## config.mk

```make
export PLATFORM = sky130hd
export DESIGN_NAME = tic_top
export DESIGN_NICKNAME = d
export VERILOG_FILES = /design/src/rtl/tic_pkg.sv /design/src/rtl/tic_wr_decode.sv /design/src/rtl/tic_pin_sync.sv /design/src/rtl/tic_top.sv
export SDC_FILE = /design/constraint.sdc
export NUM_CORES = 1
export LEC_CHECK = 0
export ABC_AREA = 1
export BUFFER_PORTS_ARGS = -buffer_cell sky130_fd_sc_hd__buf_2
export CORE_MARGIN = 2
export CORE_UTILIZATION = 35
export CTS_BUF_LIST = sky130_fd_sc_hd__clkbuf_4
export DETAILED_ROUTE_END_ITERATION = 16
export SETUP_SLACK_MARGIN = 0.1
export SYNTH_ARGS = -nofsm -noshare
export SYNTH_HDL_FRONTEND = slang
export SYNTH_SLANG_ARGS = --single-unit
```

## constraint.sdc

```tcl
create_clock -name clk -period 0.8 [get_ports clk]
set_input_delay 0.04 -clock clk [delete_from_list [all_inputs] [get_ports clk]]
set_output_delay 0.04 -clock clk [all_outputs]
set_load 0.005 [all_outputs]
```

## src/rtl/tic_pkg.sv

```systemverilog
package tic_pkg;
    localparam int REG_W = 8;
    localparam int SEL_W = $clog2(REG_W);
    localparam int N_CH  = 2;

    typedef struct packed {
        logic [N_CH-1:0] tf;
        logic [N_CH-1:0] tr;
        logic [N_CH-1:0] ie;
        logic [N_CH-1:0] it;
    } ctl_t;

    function automatic int it_bit(input int i); return 2 * i;     endfunction
    function automatic int ie_bit(input int i); return 2 * i + 1; endfunction
    function automatic int tr_bit(input int i); return 2 * i + 4; endfunction
    function automatic int tf_bit(input int i); return 2 * i + 5; endfunction

    // Sticky flag: a hardware set wins, then a software write, then a clear.
    function automatic logic flag_next(input logic hw_set, input logic sw_wr,
                                       input logic sw_val, input logic clr,
                                       input logic cur);
        if (hw_set)     return 1'b1;
        else if (sw_wr) return sw_val;
        else if (clr)   return 1'b0;
        else            return cur;
    endfunction

    function automatic logic [REG_W-1:0] pack_ctl(input ctl_t s);
        logic [REG_W-1:0] r;
        r = '0;
        for (int i = 0; i < N_CH; i++) begin
            r[it_bit(i)] = s.it[i];
            r[ie_bit(i)] = s.ie[i];
            r[tr_bit(i)] = s.tr[i];
            r[tf_bit(i)] = s.tf[i];
        end
        return r;
    endfunction
endpackage

```

## src/rtl/tic_wr_decode.sv

```systemverilog
module tic_wr_decode #(
    parameter  int REG_W = 8,
    localparam int SEL_W = $clog2(REG_W)
) (
    input  logic             wr_en,
    input  logic [REG_W-1:0] wr_data,
    input  logic             bit_wr_en,
    input  logic [SEL_W-1:0] bit_sel,
    input  logic             bit_val,
    output logic [REG_W-1:0] wmask,
    output logic [REG_W-1:0] wval
);
    always_comb begin
        wmask = '0;
        wval  = '0;
        if (wr_en) begin
            wmask = '1;
            wval  = wr_data;
        end else if (bit_wr_en) begin
            wmask[bit_sel] = 1'b1;
            wval[bit_sel]  = bit_val;
        end
    end
endmodule

```

## src/rtl/tic_pin_sync.sv

```systemverilog
module tic_pin_sync #(
    parameter  int STAGES = 2,
    localparam int CW     = STAGES + 1
) (
    input  logic clk,
    input  logic rst_n,
    input  logic pin,
    input  logic act_high,
    output logic lvl,
    output logic evt
);
    logic [CW-1:0] chain_d, chain_q;

    always_comb begin
        chain_d = {chain_q[CW-2:0], pin};
    end

    always_ff @(posedge clk or negedge rst_n) begin
        if (!rst_n) chain_q <= '0;
        else        chain_q <= chain_d;
    end

    // chain_q[STAGES-1] is the synchronized pin, chain_q[STAGES] its prior value
    assign lvl = (chain_q[STAGES-1] == act_high);
    assign evt = lvl && (chain_q[STAGES] != act_high);
endmodule

```

## src/rtl/tic_top.sv

```systemverilog
module tic_top
    import tic_pkg::*;
#(
    parameter int SYNC_STAGES = 2
) (
    input  logic             clk,
    input  logic             rst_n,
    input  logic             wr_en,
    input  logic [REG_W-1:0] wr_data,
    input  logic             bit_wr_en,
    input  logic [SEL_W-1:0] bit_sel,
    input  logic             bit_val,
    output logic [REG_W-1:0] rd_data,
    input  logic [N_CH-1:0]  tmr_ovf,
    input  logic [N_CH-1:0]  tmr_ack,
    output logic [N_CH-1:0]  tmr_run,
    output logic [N_CH-1:0]  tmr_flag,
    input  logic [N_CH-1:0]  ext_pin,
    input  logic [N_CH-1:0]  ext_act_high,
    input  logic [N_CH-1:0]  ext_ack,
    output logic [N_CH-1:0]  ext_flag
);
    ctl_t             st_d, st_q;
    logic [REG_W-1:0] wmask, wval;
    logic [N_CH-1:0]  lvl, evt;

    tic_wr_decode #(.REG_W(REG_W)) u_dec (
        .wr_en    (wr_en),
        .wr_data  (wr_data),
        .bit_wr_en(bit_wr_en),
        .bit_sel  (bit_sel),
        .bit_val  (bit_val),
        .wmask    (wmask),
        .wval     (wval)
    );

    for (genvar g = 0; g < N_CH; g++) begin : g_pin
        tic_pin_sync #(.STAGES(SYNC_STAGES)) u_sync (
            .clk     (clk),
            .rst_n   (rst_n),
            .pin     (ext_pin[g]),
            .act_high(ext_act_high[g]),
            .lvl     (lvl[g]),
            .evt     (evt[g])
        );
    end

    always_comb begin
        st_d = st_q;
        for (int i = 0; i < N_CH; i++) begin
            if (wmask[tr_bit(i)]) st_d.tr[i] = wval[tr_bit(i)];
            if (wmask[it_bit(i)]) st_d.it[i] = wval[it_bit(i)];
            st_d.tf[i] = flag_next(tmr_ovf[i], wmask[tf_bit(i)], wval[tf_bit(i)],
                                   tmr_ack[i], st_q.tf[i]);
            if (st_q.it[i])
                st_d.ie[i] = flag_next(evt[i], wmask[ie_bit(i)], wval[ie_bit(i)],
                                       ext_ack[i], st_q.ie[i]);
            else
                st_d.ie[i] = lvl[i];
        end
    end

    always_ff @(posedge clk or negedge rst_n) begin
        if (!rst_n) st_q <= '0;
        else        st_q <= st_d;
    end

    assign rd_data  = pack_ctl(st_q);
    assign tmr_run  = st_q.tr;
    assign tmr_flag = st_q.tf;
    assign ext_flag = st_q.ie;
endmodule

```

==> impl_results.md, run 1 <==
- Outcome: complete, but fails checks
- Violations in the final reports: negative hold slack, negative setup slack
- Leak: 0.6294 nW
- Placed cell areas: 980.9 sq um
- Setup tns final: -1.089 ns
- H-Tree Depth: 1
- Slowest stage cell, crit path: dfrtp_1
- RSZ-0062 raised after global routing: true
- GR Util All Layers: 0.1651
- Number of global-route vias before repair: 786
- Post-Syn Area: 784.5 sq um
- Avg Cell Area, Syn: 7.691 sq um
- CTS tree: done
- Period utilisation layout: 1.178
- Setup WS pre-CTS: -0.04481 ns
- Maximum VDD drop: 1.034 mV
- Max incr delay on CP: 0.40 ns
- Remaining DRCs: 0
- Seq/Total Area, Yosys: 0.4466
- Filler cells: 231
- DR vias: 807
- Hold Buf Count CTS: 7
- Layout cells sized above 1: 0.4276
- F_max: 1061 MHz
- Largest net degree at the start of global routing: 15
- Clk slew on worst S/H paths: 0.08 ns
- DP HPWL: 1.333 mm
- Iter 0 DRT Violations: 13
- Final hold vios: 2
- Most frequent cell on the critical path: buf_6
- Fin nets: 179
- PwrDens: 1417 mW/mm^2
- Syn nets: 128
- Post-Route WL: 1.888 mm
- Dominant cell type by area after synthesis: dfrtp_1
- Final Setup Violations: 17
- Rows: 17
- Yosys warns: 0
- Initial antenna violation count: 0
- Final WS setup: -0.1425 ns
- Critical path class: flip-flop to primary output
- DIE HEIGHT: 51.35 um
- Total global routing overflow: 0
- First-pass GRT wire length: 3.187 mm
- Ys async rst share: 1.000
- Core Box Area: 0.002170 sq mm
- Vias per inst: 4.483
- WP depth: 2
- R2R cell count: 5
- Die area: 0.002636 sq mm
- Flop2flop setup slack: -0.05 ns
- Worst Hold Depth: 3
- Main synth FF type: dfrtp_1
- Crit path cell chain: buf_6 > buf_6
- Detail Route Antenna Nets: 0
- Crit-path max FO: 2
- Relative slew slack: 0.7806
- Dpl cells: 165
- Critical Path Start Type: flip-flop
- Post-synth EDFFs: 0
- Reg-to-reg endpoint: ext_flag[0]
- Die width: 51.35 um
- CTS sink cnt: 14
- Worst min path class: input port to flip-flop
- Synth area leaders: dfrtp_1 45%, nand2_1 13%, nand3_1 13%
- Reg-to-reg critical path startpoint: rd_data[0]
- Hold_sp: tmr_ovf[0]
- CTS root buf: clkbuf_4
- Gpl congestion: 0.7674
- Top-count cell post-synth: nand2_1
- ANT cells: 0
- Min cycle time layout: 0.9425 ns
- Most frequent cells after synthesis: 27 x nand2_1, 20 x nand3_1, 14 x dfrtp_1
- Mapped Cells: 102
- Hold slack: -0.03199 ns
- # IOs: 40
- Worst Max-Slew Pin Slew: 0.3291 ns
- Yosys reg bits: 14
- CTS Buffer Depth: 2
- Clock insertion delay at the later pin of the skew report: 0.28 ns
- Wirelength per Cell: 10.49 um
- Crit path DAT: 0.90 ns
- Critical path buffers and inverters: 2
- Initial core utilization: 0.3616
- Utilization after layout: 0.5398
- Design area: 0.001171 sq mm
- Area growth syn-to-layout: 49.28%
- Worst path required time: 0.76 ns
- First-pass detailed-route iteration total: 4
- Critical path's top delay family: flip-flops
- # port buffers: 39
- Max-cap violations: 0
- Clock Skew: 0.003260 ns
- Synth top area share: 0.4466
- Worst setup EP type: primary output
- Post-synth cell types: 17
- Hold path endpoint: tmr_flag[0]
- Final non-filler cell total: 180
- Number of CTS-inserted buffers: 3
- Final Max Tran Viols: 0
[cells by family (layout without fill, tap and decap cells)]
family,Yosys count,count (layout),synth area share
AO/OA/AOI/OAI,6,6,0.05104
buffers and inverters,22,72,0.1451
flip-flops,14,14,0.4466
AND/OR/NAND/NOR,60,60,0.3573
[repair_timing]
item,in CTS,in global routing
resized for setup,9,5
endpoints found under the hold margin,22,2
endpoints found under the setup margin,19,21
pin swaps,4,3
buffers inserted,3,1
[sequential cells by signal, summed over array words and instances, names as in the netlist]
register              count
ext_flag                  2
g_pin.u_sync.chain_q      6
rd_data                   2
tmr_flag                  2
tmr_run                   2
[placed cells by master (no fill, tap or decap), drive strengths merged]
cell type,netlist,final
inv,14,14
a21oi,2,2
clkbuf,0,3
dfrtp,14,14
nor2,11,11
o21ai,2,2
o211ai,2,2
buf,7,46
nand3,20,20
dlygate4sd3,0,7
and2,1,1
clkinv,1,2
nand2,28,28
[power by group]
part	leakage [nW]	internal (mW)	switching [mW]
sequential	0.164	0.762	0.0444
combinational	0.450	0.243	0.201
clock	0.0154	0.181	0.228
total	0.629	1.19	0.473
[cell type report]
class / instances / area (sq um) / share of cell area
Multi-Input combinational cell: 66 / 352.8 / 0.3013
Clock buffer: 3 / 22.52 / 0.01923
Tap cell: 28 / 35.03 / 0.02991
Timing Repair Buffer: 53 / 349.1 / 0.2981
Sequential cell: 14 / 350.3 / 0.2991
Inverter: 15 / 57.56 / 0.04915
Clock inverter: 1 / 3.754 / 0.003205
[worst max-delay path by stage]
stage | from | to | slack (ns)
floorplan | rd_data[2] | ext_flag[1] | 0.02
global placement | rd_data[0] | ext_flag[0] | -0.01
detailed placement | rd_data[0] | ext_flag[0] | -0.04
CTS | ext_flag[1] | ext_flag[1] | -0.15
global route | ext_flag[1] | rd_data[3] | -0.19
finish | ext_flag[1] | rd_data[3] | -0.14
[metrics by stage]
step	power [mW]	hold WS (ns)
5_1_grt	1.779	-0.02837
2_1_floorplan	1.005	-0.2556
4_1_cts	1.661	-0.04088
3_5_place_dp	1.156	-0.04253
3_3_place_gp	1.148	-0.04605
6_report	1.660	-0.03199
[per-layer routing]
metal / global-route usage / routed length (um) / vias up
li1: - / - / 416
met1: 0.1952 / 795 / 356
met2: 0.2857 / 934 / 33
met3: 0.05263 / 140 / 2
met4: 0.04825 / 16 / 0
met5: 0 / 0 / -
[worst min-delay path, cell delays in order]
cell and delay (ns):
buf_2 0.07, a21oi_1 0.03, nand3_1 0.07
(Power assumes the default switching activity.)
==> run 2, diff against run 1 <==
--- a/config.mk
+++ b/config.mk
@@ -8,9 +8,10 @@
 export ABC_AREA = 1
 export BUFFER_PORTS_ARGS = -buffer_cell sky130_fd_sc_hd__buf_2
 export CORE_MARGIN = 2
-export CORE_UTILIZATION = 35
+export CORE_UTILIZATION = 46
 export CTS_BUF_LIST = sky130_fd_sc_hd__clkbuf_4
 export DETAILED_ROUTE_END_ITERATION = 16
+export PLACE_DENSITY = 0.81
 export SETUP_SLACK_MARGIN = 0.1
 export SYNTH_ARGS = -nofsm -noshare
 export SYNTH_HDL_FRONTEND = slang
==> run 2 against run 1 <==
  * The run still ends with negative hold slack, negative setup slack left
  * Final cell count is 10% lower
  * Register-to-register slack better by 0.03 ns
  * Count of clock-buffer cells in the layout stayed put
  * Setup slack better by 0.062 ns
  * Critical path depth is 1 lower
  * Via count is 1.4% lower
  * Die area is 22% lower
  * Clock skew hardly changed
  * Design area is 10% lower
  * Clock power is 1% higher
  * Routed wire length is 7.4% lower
  * Flip-flop and latch count stayed put
  * Highest routed layer unchanged
==> impl_results.md, run 2 (synthesized netlist as in run 1, its figures left out) <==
- Fin nets: 173
- Die area: 0.002052 sq mm
- Slowest stage cell, crit path: dfrtp_1
- Worst Max-Slew Pin Slew: 0.3170 ns
- Initial antenna violation count: 0
- Crit path DAT: 0.84 ns
- Period utilisation layout: 1.101
- CTS root buf: clkbuf_4
- Maximum VDD drop: 1.047 mV
- DR vias: 796
- CTS Buffer Depth: 2
- Most common library cell in the layout ignoring fill and taps: buf_2
- Remaining DRCs: 0
- Core Box Area: 0.001559 sq mm
- GR Util All Layers: 0.2043
- Die width: 45.30 um
- Hold slack: -0.03687 ns
- DIE HEIGHT: 45.30 um
- Violations in the final reports: negative hold slack, negative setup slack
- Clock insertion delay at the later pin of the skew report: 0.28 ns
- Max-cap violations: 0
- Post-Route WL: 1.748 mm
- Largest net degree at the start of global routing: 15
- Final hold vios: 3
- Hold_sp: tmr_ovf[0]
- Critical Path Start Type: flip-flop
- First-pass detailed-route iteration total: 4
- H-Tree Depth: 1
- Critical path class: flip-flop to primary output
- Final Max Tran Viols: 0
- Min cycle time layout: 0.8808 ns
- Crit path cell chain: buf_2
- # IOs: 40
- Initial core utilization: 0.5032
- Total global routing overflow: 0
- Number of global-route vias before repair: 751
- Critical Path Start: rd_data[2]
- Worst setup EP type: primary output
- Gpl congestion: 0.8482
- Final Setup Violations: 16
- CTS sink cnt: 14
- Rows: 14
- ANT cells: 0
- Most frequent cells in the layout: 39 x buf_2, 26 x nand2_1, 20 x nand3_1
- Clk slew on worst S/H paths: 0.09 ns
- Final non-filler cell total: 162
- Critical path's top delay family: flip-flops
- Dpl cells: 151
- Critical path buffers and inverters: 1
- Wirelength per Cell: 10.79 um
- Worst min path class: input port to flip-flop
- Number of CTS-inserted buffers: 3
- Max reg flops: 6
- Detail Route Antenna Nets: 0
- F_max: 1135 MHz
- # port buffers: 39
- CTS tree: done
- RSZ-0062 raised after global routing: true
- Relative slew slack: 0.7887
- Reg-to-reg critical path startpoint: rd_data[0]
- Crit-path max FO: 5
- Worst path required time: 0.76 ns
- First-pass GRT wire length: 2.987 mm
- Utilization after layout: 0.6758
- Setup WS pre-CTS: -0.02122 ns
- Largest Register: g_pin.u_sync.chain_q
- PwrDens: 1504 mW/mm^2
- Vias per inst: 4.914
- Leak: 0.5807 nW
- Hold Buf Count CTS: 5
- Final WS setup: -0.08076 ns
- Area growth syn-to-layout: 34.29%
- Iter 0 DRT Violations: 8
- Max incr delay on CP: 0.42 ns
- DP HPWL: 1.292 mm
- Clock Skew: 0.002861 ns
- Outcome: complete, but fails checks
- Layout cells sized above 1: 0.3767
==> run 2: report_power, final <==
part	total (mW)	internal [mW]	switching, mW
registers	0.799	0.762	0.0366
clock network	0.414	0.181	0.233
logic	0.372	0.185	0.187
total	1.58	1.13	0.456
==> run 2: routing by layer <==
layer,share of wire,GRT usage,up-vias
met5,0,0,-
met3,0.069,0.05600,4
met2,0.51,0.3543,30
met1,0.41,0.2360,358
met4,0.0097,0.08235,0
li1,-,-,404
==> run 2: final timing paths <==
path,end,slack [ns],depth (start not counted)
max,rd_data[2],-0.08,1
min,tmr_flag[0],-0.04,3
max reg2reg,ext_flag[0],-0.02,5
min reg2reg,g_pin[1].u_sync.chain_q[1],0.35,0
max in group asynchronous,g_pin[1].u_sync.chain_q[0],0.39,2
min in group asynchronous,ext_flag[0],0.17,2
==> run 2: area by class of cell <==
type                            instances  area [sq um]
Clock buffer                            3         22.52
Clock inverter                          1         3.754
Fill cell                             143         505.5
Inverter                               15         57.56
Multi-Input combinational cell         66         327.8
Sequential cell                        14         350.3
Tap cell                               16         20.02
Timing Repair Buffer                   47         271.5
==> run 2: stage by stage <==
stage	power [mW]	hold WS (ns)	instance area [sq um]	setup TNS, ns
floorplan	1.005	-0.2556	784.5	0
global placement	1.132	-0.04604	950.9	-0.001196
detailed placement	1.143	-0.04622	950.9	-0.03288
CTS	1.590	-0.03581	1046	-0.8279
global route	1.696	-0.02335	1054	-1.522
finish	1.584	-0.03687	1054	-0.7243
==> run 2: worst min-delay path, cell delays in order <==
cell     delay, ns
buf_2         0.07
a21oi_1       0.03
nand3_1       0.07
==> run 2: what timing repair did <==
| action | 4_1_cts | 5_1_grt |
|---|---|---|
| endpoints found under the hold margin | 20 | 1 |
| setup buffers | 1 | 1 |
| setup endpoints to repair | 19 | 20 |
| resized for setup | 3 | 0 |
| pin swaps | 4 | 2 |
==> run 3, diff against run 2 <==
==> constraint.sdc (replaced) <==
create_clock -name clk -period 0.9 [get_ports clk]
set_input_delay 0.045 -clock clk [delete_from_list [all_inputs] [get_ports clk]]
set_output_delay 0.045 -clock clk [all_outputs]
set_load 0.005 [all_outputs]
==> run 3 against run 2 <==
  * The flow now finishes without violations
  * Sequential share of layout area down 2.1 points
  * Register-to-register slack improved by 0.09 ns
  * Non-clock buffer count increased by 7
==> impl_results.md, run 3 (synthesized netlist as in run 1, its figures left out) <==
- Clk slew on worst S/H paths: 0.09 ns
- P_int: 1.027 mW
- WP depth: 1
- Worst Max-Slew Pin Slew: 0.3186 ns
- Comb power frac: 0.253
- Remaining DRCs: 0
- Reg-to-reg endpoint: rd_data[0]
- Area growth syn-to-layout: 43.22%
- Clock insertion delay at the later pin of the skew report: 0.27 ns
- Worst path required time: 0.85 ns
- DP HPWL: 1.262 mm
- Wirelength per Cell: 11.22 um
- Final Setup Violations: 0
- Total global routing overflow: 0
- Critical path buffers and inverters: 1
- Final Power: 1.431 mW
- Final hold vios: 0
- Sequential cell area: 350.3 sq um
- ANT cells: 0
- Critical Path Start: rd_data[0]
- R2R cell count: 3
- Largest Register: g_pin.u_sync.chain_q
- Worst setup EP type: primary output
- GR Layer Usage met3: 0.04000
- Clock Skew: 0.008995 ns
- RSZ-0062 raised after global routing: true
- Max reg flops: 6
- DIE HEIGHT: 45.30 um
- Iter 0 DRT Violations: 20
- Worst min path class: input port to flip-flop
- F_max: 1131 MHz
- Switching Fraction: 0.2824
- Crit-path max FO: 5
- Crit path cell chain: buf_2
- First-pass GRT wire length: 3.243 mm
- Initial antenna violation count: 0
- CTS tree: done
- Number of CTS-inserted buffers: 3
- Rows: 14
- Critical Path Start Type: flip-flop
- Most common library cell in the layout ignoring fill and taps: buf_2
- Final Max Tran Viols: 0
- Most frequent cells in the layout: 39 x buf_2, 26 x nand2_1, 18 x nand3_1
- Fin nets: 180
- Max incr delay on CP: 0.43 ns
- # port buffers: 39
- CP endpoint: rd_data[0]
- Largest net degree at the start of global routing: 15
- Reg power frac: 0.499
- Outcome: finished clean
- Clock power share: 0.249
- Maximum VDD drop: 1.055 mV
- Post-Route WL: 1.896 mm
- Min cycle time layout: 0.8840 ns
- Number of global-route vias before repair: 776
- Slowest stage cell, crit path: dfrtp_1
- Period utilisation layout: 0.9822
- GR Util All Layers: 0.2167
- Max-cap violations: 0
- Area occupied by multi-input gates: 332.8 sq um
- H-Tree Depth: 1
- CTS sink cnt: 14
- Reg-to-reg critical path startpoint: rd_data[0]
- Layout cells sized above 1: 0.3856
- GRT Max-Usage Layer: met2
- Flop2flop setup slack: 0.07 ns
- Die area: 0.002052 sq mm
- First-pass detailed-route iteration total: 4
- Relative slew slack: 0.7876
- Gpl congestion: 0.8591
- CTS Buffer Depth: 2
- Critical path's top delay family: flip-flops
- CTS root buf: clkbuf_4
- DR vias: 813
- Detail Route Antenna Nets: 0
- Setup tns final: 0 ns
- Filler cells: 119
- Critical path class: flip-flop to primary output
- M1 GR Usage: 0.2532
- # IOs: 40
- Core Box Area: 0.001559 sq mm
- PwrDens: 1274 mW/mm^2
- Initial core utilization: 0.5032
- Switching pwr: 0.4041 mW
- Crit path DAT: 0.84 ns
- Vias per inst: 4.811
- Die width: 45.30 um
- Met2 Track Usage GR: 0.4057
- Leak: 0.6112 nW
==> run 3: cell types whose count changed in the layout (fill, tap and decap cells not counted), sizes merged <==
cell	delta
buf	+2
dlygate4sd3	+5
==> run 3: area by class of cell <==
class	instances	share of cell area
flip-flops and latches	14	0.3118
clock inverters	1	0.003341
well taps	16	0.01782
inverters	15	0.05122
multi-input cells	66	0.2962
clock buffers	3	0.02004
repair buffers	54	0.2996
==> run 3: worst min-delay path by stage <==
stage,start,endpoint,slack (ns),cells past startpoint
detailed placement,rst_n,ext_flag[0],-0.04,1
global route,wr_data[7],tmr_flag[1],0.02,3
global placement,rst_n,ext_flag[0],-0.04,1
CTS,wr_data[7],tmr_flag[1],0.001,3
finish,wr_data[7],tmr_flag[1],0.004,3
floorplan,rst_n,ext_flag[0],-0.25,0
==> run 3: power groups by stage <==
stage | logic, mW | clock network, mW | registers [mW]
2_1_floorplan | 0.167 | 0 | 0.727
3_3_place_gp | 0.283 | 0 | 0.722
3_5_place_dp | 0.288 | 0 | 0.727
4_1_cts | 0.343 | 0.369 | 0.713
5_1_grt | 0.405 | 0.392 | 0.722
6_report | 0.361 | 0.356 | 0.714
==> run 3: repair_timing <==
action | 4_1_cts | 5_1_grt
endpoints found under the hold margin | 22 | 0
resized for setup | 0 | 4
hold buffers | 10 | 0
setup endpoints to repair | 16 | 18
setup buffers | 3 | 1
cloned | 0 | 0
pin swaps | 1 | 1
==> run 3: metal layers <==
metal  vias to the layer above  wire [um]
met3                         2         92
met2                        27       1015
met5                         -          0
met4                         0          6
li1                        418          -
met1                       366        781
==> run 3: per-stage QoR <==
step | area (sq um) | setup slack (ns) | hold WS (ns) | std cells | utilization
detailed placement | 950.9 | 0.06121 | -0.03879 | 151 | 0.6100
global placement | 950.9 | 0.09555 | -0.04190 | 151 | 0.6100
floorplan | 784.5 | 0.1197 | -0.2506 | 102 | -
finish | 1124 | 0.01600 | 0.003951 | 169 | 0.7207
global route | 1124 | -0.01938 | 0.02213 | 169 | 0.7207
CTS | 1100 | 0.007041 | 0.001001 | 168 | 0.7055
